===== src/rtl/i2cs_pkg.sv =====
package i2cs_pkg;

    typedef enum logic [1:0] {
        ENG_IDLE   = 2'd0,
        ENG_ADDR   = 2'd1,
        ENG_DATA   = 2'd2,
        ENG_IGNORE = 2'd3
    } eng_state_e;

    localparam int BYTE_W   = 8;
    localparam int ACK_SLOT = BYTE_W;

    typedef struct packed {
        eng_state_e  state;
        logic [3:0]  bit_cnt;
        logic        got_high;
        logic [7:0]  shreg;
        logic [7:0]  data;
        logic        valid;
        logic        oe;
        logic        start;
        logic        stop;
    } eng_regs_t;

endpackage


===== src/rtl/i2cs_line_filter.sv =====
module i2cs_line_filter #(
    parameter int STABLE_CYCLES = 4
) (
    input  logic clk,
    input  logic rst_n,
    input  logic raw_i,
    output logic level_o,
    output logic rise_o,
    output logic fall_o
);
    localparam int CW = $clog2(STABLE_CYCLES + 1);

    typedef struct packed {
        logic [1:0]    sync;
        logic          level;
        logic [CW-1:0] cnt;
        logic          rise;
        logic          fall;
    } flt_regs_t;

    flt_regs_t r_q, r_d;

    always_comb begin
        r_d      = r_q;
        r_d.sync = {r_q.sync[0], raw_i};
        r_d.rise = 1'b0;
        r_d.fall = 1'b0;
        if (r_q.sync[1] != r_q.level) begin
            if (r_q.cnt == CW'(STABLE_CYCLES - 1)) begin
                r_d.level = r_q.sync[1];
                r_d.cnt   = '0;
                r_d.rise  = r_q.sync[1];
                r_d.fall  = ~r_q.sync[1];
            end else begin
                r_d.cnt = r_q.cnt + 1'b1;
            end
        end else begin
            r_d.cnt = '0;
        end
    end

    always_ff @(posedge clk or negedge rst_n) begin
        if (!rst_n) begin
            r_q <= '{sync: 2'b11, level: 1'b1, cnt: '0, rise: 1'b0, fall: 1'b0};
        end else begin
            r_q <= r_d;
        end
    end

    assign level_o = r_q.level;
    assign rise_o  = r_q.rise;
    assign fall_o  = r_q.fall;

    // a level change must be backed by the synchronised sample
    p_level_backed_r2: assert property (@(posedge clk) disable iff (!rst_n)
        (r_q.level != $past(r_q.level)) |-> ($past(r_q.sync[1]) == r_q.level));

    // the counter never passes its threshold
    p_cnt_bound_r2: assert property (@(posedge clk) disable iff (!rst_n)
        r_q.cnt < CW'(STABLE_CYCLES));

endmodule


===== src/rtl/i2cs_bus_events.sv =====
module i2cs_bus_events (
    input  logic scl_level,
    input  logic sda_rise,
    input  logic sda_fall,
    output logic start_ev,
    output logic stop_ev
);
    always_comb begin
        start_ev = sda_fall & scl_level;
        stop_ev  = sda_rise & scl_level;
    end
endmodule


===== src/rtl/i2cs_byte_engine.sv =====
module i2cs_byte_engine
    import i2cs_pkg::*;
#(
    parameter logic [6:0] DEV_ADDR = 7'h42
) (
    input  logic       clk,
    input  logic       rst_n,
    input  logic       start_ev,
    input  logic       stop_ev,
    input  logic       scl_rise,
    input  logic       scl_fall,
    input  logic       sda_level,
    output logic       sda_oe,
    output logic [7:0] rx_byte,
    output logic       byte_valid,
    output logic       start_det,
    output logic       stop_det
);
    eng_regs_t e_q, e_d;
    logic      addr_ok;

    always_comb begin
        addr_ok = (e_q.shreg[7:1] == DEV_ADDR) && !e_q.shreg[0];
        e_d       = e_q;
        e_d.valid = 1'b0;
        e_d.start = start_ev;
        e_d.stop  = stop_ev;
        if (start_ev) begin
            e_d.state    = ENG_ADDR;
            e_d.bit_cnt  = '0;
            e_d.got_high = 1'b0;
            e_d.oe       = 1'b0;
        end else if (stop_ev) begin
            e_d.state    = ENG_IDLE;
            e_d.bit_cnt  = '0;
            e_d.got_high = 1'b0;
            e_d.oe       = 1'b0;
        end else if (e_q.state == ENG_ADDR || e_q.state == ENG_DATA) begin
            if (scl_rise) begin
                e_d.got_high = 1'b1;
                if (e_q.bit_cnt < 4'(ACK_SLOT)) begin
                    e_d.shreg = {e_q.shreg[6:0], sda_level};
                end
            end
            if (scl_fall && e_q.got_high) begin
                e_d.got_high = 1'b0;
                if (e_q.bit_cnt == 4'(ACK_SLOT)) begin
                    e_d.bit_cnt = '0;
                    e_d.oe      = 1'b0;
                end else if (e_q.bit_cnt == 4'(ACK_SLOT - 1)) begin
                    if (e_q.state == ENG_ADDR) begin
                        if (addr_ok) begin
                            e_d.state   = ENG_DATA;
                            e_d.bit_cnt = 4'(ACK_SLOT);
                            e_d.oe      = 1'b1;
                        end else begin
                            e_d.state   = ENG_IGNORE;
                            e_d.bit_cnt = '0;
                        end
                    end else begin
                        e_d.data    = e_q.shreg;
                        e_d.valid   = 1'b1;
                        e_d.bit_cnt = 4'(ACK_SLOT);
                        e_d.oe      = 1'b1;
                    end
                end else begin
                    e_d.bit_cnt = e_q.bit_cnt + 1'b1;
                end
            end
        end
    end

    always_ff @(posedge clk or negedge rst_n) begin
        if (!rst_n) begin
            e_q <= '{state: ENG_IDLE, bit_cnt: '0, got_high: 1'b0, shreg: '0,
                     data: '0, valid: 1'b0, oe: 1'b0, start: 1'b0, stop: 1'b0};
        end else begin
            e_q <= e_d;
        end
    end

    assign sda_oe     = e_q.oe;
    assign rx_byte    = e_q.data;
    assign byte_valid = e_q.valid;
    assign start_det  = e_q.start;
    assign stop_det   = e_q.stop;

    // pull-down only inside the acknowledge slot
    p_oe_in_slot_r5: assert property (@(posedge clk) disable iff (!rst_n)
        e_q.oe |-> (e_q.bit_cnt == 4'(ACK_SLOT) && e_q.state == ENG_DATA));

    // an ignored transfer never drives the bus
    p_ignore_quiet_r6: assert property (@(posedge clk) disable iff (!rst_n)
        (e_q.state == ENG_IGNORE) |-> (!e_q.oe && !e_q.valid));

    // byte_valid lasts one clock
    p_valid_pulse_r7: assert property (@(posedge clk) disable iff (!rst_n)
        e_q.valid |=> !e_q.valid);

    // a START puts the engine back at bit zero of an address
    p_start_resets_r8: assert property (@(posedge clk) disable iff (!rst_n)
        start_ev |=> (e_q.state == ENG_ADDR && e_q.bit_cnt == '0 && !e_q.oe));

    // START and STOP never reported together
    p_cond_excl_r3: assert property (@(posedge clk) disable iff (!rst_n)
        $onehot0({e_q.start, e_q.stop}));

    // counter stays within byte plus acknowledge
    p_cnt_range_r4: assert property (@(posedge clk) disable iff (!rst_n)
        e_q.bit_cnt <= 4'(ACK_SLOT));

endmodule


===== src/rtl/i2c_oversampled_slave.sv =====
module i2c_oversampled_slave #(
    parameter logic [6:0] DEV_ADDR      = 7'h42,
    parameter int         STABLE_CYCLES = 4
) (
    input  logic       clk,
    input  logic       rst_n,
    input  logic       scl_i,
    input  logic       sda_i,
    output logic       sda_oe,
    output logic [7:0] rx_byte,
    output logic       byte_valid,
    output logic       start_det,
    output logic       stop_det
);
    localparam int NLINES = 2;

    logic [NLINES-1:0] raw, lvl, rise, fall;
    logic              start_ev, stop_ev;

    assign raw = {sda_i, scl_i};

    for (genvar g = 0; g < NLINES; g++) begin : g_line
        i2cs_line_filter #(.STABLE_CYCLES(STABLE_CYCLES)) u_flt (
            .clk     (clk),
            .rst_n   (rst_n),
            .raw_i   (raw[g]),
            .level_o (lvl[g]),
            .rise_o  (rise[g]),
            .fall_o  (fall[g])
        );
    end

    i2cs_bus_events u_ev (
        .scl_level (lvl[0]),
        .sda_rise  (rise[1]),
        .sda_fall  (fall[1]),
        .start_ev  (start_ev),
        .stop_ev   (stop_ev)
    );

    i2cs_byte_engine #(.DEV_ADDR(DEV_ADDR)) u_eng (
        .clk        (clk),
        .rst_n      (rst_n),
        .start_ev   (start_ev),
        .stop_ev    (stop_ev),
        .scl_rise   (rise[0]),
        .scl_fall   (fall[0]),
        .sda_level  (lvl[1]),
        .sda_oe     (sda_oe),
        .rx_byte    (rx_byte),
        .byte_valid (byte_valid),
        .start_det  (start_det),
        .stop_det   (stop_det)
    );

endmodule


===== config.mk =====
export PLATFORM = sky130hd
export DESIGN_NAME = i2c_oversampled_slave
export DESIGN_NICKNAME = d
export VERILOG_FILES = /design/src/rtl/i2cs_pkg.sv /design/src/rtl/i2cs_line_filter.sv /design/src/rtl/i2cs_bus_events.sv /design/src/rtl/i2cs_byte_engine.sv /design/src/rtl/i2c_oversampled_slave.sv
export SDC_FILE = /design/constraint.sdc
export NUM_CORES = 1
export LEC_CHECK = 0
export ABC_AREA = 1
export BUFFER_PORTS_ARGS = -buffer_cell sky130_fd_sc_hd__clkbuf_2
export CAP_MARGIN = 20
export CORE_ASPECT_RATIO = 1.4
export CORE_UTILIZATION = 58
export CTS_BUF_LIST = sky130_fd_sc_hd__clkbuf_16
export DETAILED_ROUTE_END_ITERATION = 12
export HOLD_SLACK_MARGIN = 0.1
export PLACE_DENSITY = 0.77
export SKIP_CTS_REPAIR_TIMING = 1
export SYNTH_ARGS = -nofsm -noshare
export SYNTH_HDL_FRONTEND = slang
export SYNTH_SLANG_ARGS = --single-unit

===== constraint.sdc =====
create_clock -name clk -period 1.9 [get_ports clk]
set_input_delay 0.475 -clock clk [delete_from_list [all_inputs] [get_ports clk]]
set_output_delay 0.475 -clock clk [all_outputs]
set_load 0.02 [all_outputs]

==> results.md <==
* Status: complete, no violations
* Clock skew at 0.00641 ns
* Met1 usage at 24.1%
* Num CTS Buffers at 5
* Syn Inst Count at 196
* Root buffer cell: clkbuf_16
* Register area share after synthesis at 56.3%
* Top Usage Layer GRT: met2
* DRC violations left at 0
* Fin crit period at 1.62 ns
* Synth Cell Area at 1920 sq um
* Final hold viol count at 0
* RSZ-0062 raised after global routing: no
* Max-slew violation count at 0
* Max rail drop VDD at 0.855 mV
* CP max FO at 16
* Pwr dens at 949 nW/um^2
* Post-synthesis register bit count at 43
* WP data required at 2.12 ns
* Synthesized Nets at 205
* Antenna-violating nets left at 0
* Clock-pin slew on the worst setup and hold paths at 0.06 ns
* IO Count at 16
* Vias at 1300
* Initial Util at 61.0%
* Syn-to-layout area delta at 10.1%
* Fin Setup TNS at 0 ns
* Relative slew slack at 62.6%
* Max-cap violations at 0
* DR WL/cell at 13.0 um
* Core Area at 3150 sq um
* DIE WIDTH at 50.7 um
* Commonest non-fill, non-tap cells in the layout: nand2_1 (44), dfrtp_1 (37), inv_1 (25)
* DR vias/cell at 5.22
* First-pass GRT wire length at 5490 um
* TritonCTS Sinks at 43
* Layout cells sized above 1 at 25.2%
* Nets@finish at 218
* Clk_lat worst skew at 0.28 ns
* Commonest non-fill, non-tap cell in the layout: nand2_1
* Vias in the first global route at 1318
* CTS tree: yes
* Leakage Power at 0.00107 uW
* Router iterations before antenna repair at 4
* Filler cell count at 235
* Synth cell types at 24
* Reg-to-Reg Start: u_eng.e_q[25]
* Grt met2 use at 36.6%
* DP HPWL at 2310 um
* Drt initial violations at 37
* Crit path kind: reg2reg
* Gpl congestion at 0.901
* Htree depth at 2
* Final Util at 67.2%
* Max Freq at 616 MHz
* Syn avg cell area at 9.82 sq um
* # setup viols final at 0
* Worst reg-to-reg path cell count at 10
* Die area at 3560 sq um
* # diodes at 0
* Initial antenna violation count at 0
* Die Height at 70.2 um
* Number of port buffers at 15
* Total track usage at 21.0%
* Clock buffer depth at 2
* FP Rows at 24
* Critical path arrival at 1.84 ns
* Ys Warns at 0
* Crit. Startpoint: u_eng.e_q[25]
* CP Capture Type: flip-flop
* Reg2Reg Setup Slack at 0.28 ns
* Final wirelength at 3240 um
* Largest net degree at the start of global routing at 25
* Total congestion overflow at 0
* Hold Path Class: in2async
* CP Launch Type: flip-flop
* Worst-margin pin slew at 0.562 ns
* Final period util at 85.5%
* M3 GR Usage at 5.45%
-- path summary, 6_finish.rpt --
kind                                           end
setup / recovery                  u_eng.rx_byte[7]
hold / removal                       u_eng.e_q[23]
setup reg to reg                  u_eng.rx_byte[7]
hold reg to reg             g_line[0].u_flt.r_q[7]
max in group asynchronous  g_line[1].u_flt.level_o
min in group clk            g_line[0].u_flt.r_d[7]
-- power by group --
part / switching [uW] / total, uW / internal [uW]
clock: 310 / 783 / 474
sequential: 42.9 / 1040 / 997
combinational: 116 / 187 / 70.1
total: 469 / 2010 / 1540
-- Yosys cell counts, drive strengths merged --
cell | count | share of area [%]
o22ai | 1 | 0.33
inv | 29 | 5.9
nor3 | 6 | 1.6
buf | 10 | 4.6
xor2 | 1 | 0.46
nand3 | 10 | 2.9
nand2 | 53 | 13
ha | 5 | 3.3
dfstp | 6 | 8.2
nor2 | 13 | 2.9
xnor2 | 3 | 1.4
o21ai | 19 | 6.3
dfrtp | 37 | 48
a21oi | 2 | 0.52
nand4 | 1 | 1.1
-- flip-flops by register name, indices dropped and copies added, names as in the netlist --
register              cells
g_line.u_flt.fall_o       2
g_line.u_flt.level_o      2
g_line.u_flt.r_d          2
g_line.u_flt.r_q          8
u_eng.byte_valid          1
u_eng.rx_byte             8
u_eng.sda_oe              1
g_line.u_flt.rise_o       2
u_eng.start_det           1
u_eng.e_q                15
u_eng.stop_det            1
-- worst max-delay path: stages, from the launching register on --
cell and delay [ns]:
dfrtp_1 0.39, ha_1 0.31, inv_2 0.09, nand3_1 0.08, inv_2 0.11, nand2_4 0.07, nor2_4 0.11, nand2_4 0.16
inv_1 0.11, nand2_1 0.07, nand2_2 0.06
-- through the flow --
stage          power, uW  hold slack, ns  setup slack (ns)  std cells  instance area, sq um
3_3_place_gp        1220           0.348             0.389        241                  1980
6_report            2010           0.178             0.276        249                  2120
5_1_grt             2110           0.220             0.177        249                  2120
2_1_floorplan       1170           0.179             0.401        196                  1920
3_5_place_dp        1240           0.347             0.315        241                  1980
4_1_cts             2040           0.196             0.296        249                  2120
-- layer usage --
layer  vias to the layer above  wire [um]  share of wire [%]
met1                       631       1320                 41
li1                        628          -                  -
met5                         -          0                  0
met3                         9        133                4.1
met2                        32       1710                 53
met4                         0         68                2.1
-- area by class of cell --
type / instances / area (sq um) / area share (%)
clock buffer: 5 / 125 / 5.91
clock inverter: 3 / 12.5 / 0.591
inverter: 29 / 114 / 5.38
multi-input combinational: 114 / 639 / 30.2
sequential: 43 / 1080 / 51.2
tap: 39 / 48.8 / 2.30
timing repair buffer: 16 / 95.1 / 4.49
-- cells by family after synthesis --
family	synth area share [%]
DFF	56.3
adders and majority gates	3.25
xor gates and xnor gates	1.82
buffers and inverters	10.5
AOI/OAI and AO/OA	7.15
and+or+nand+nor	21.0
Power figures use the tool's default switching activity.
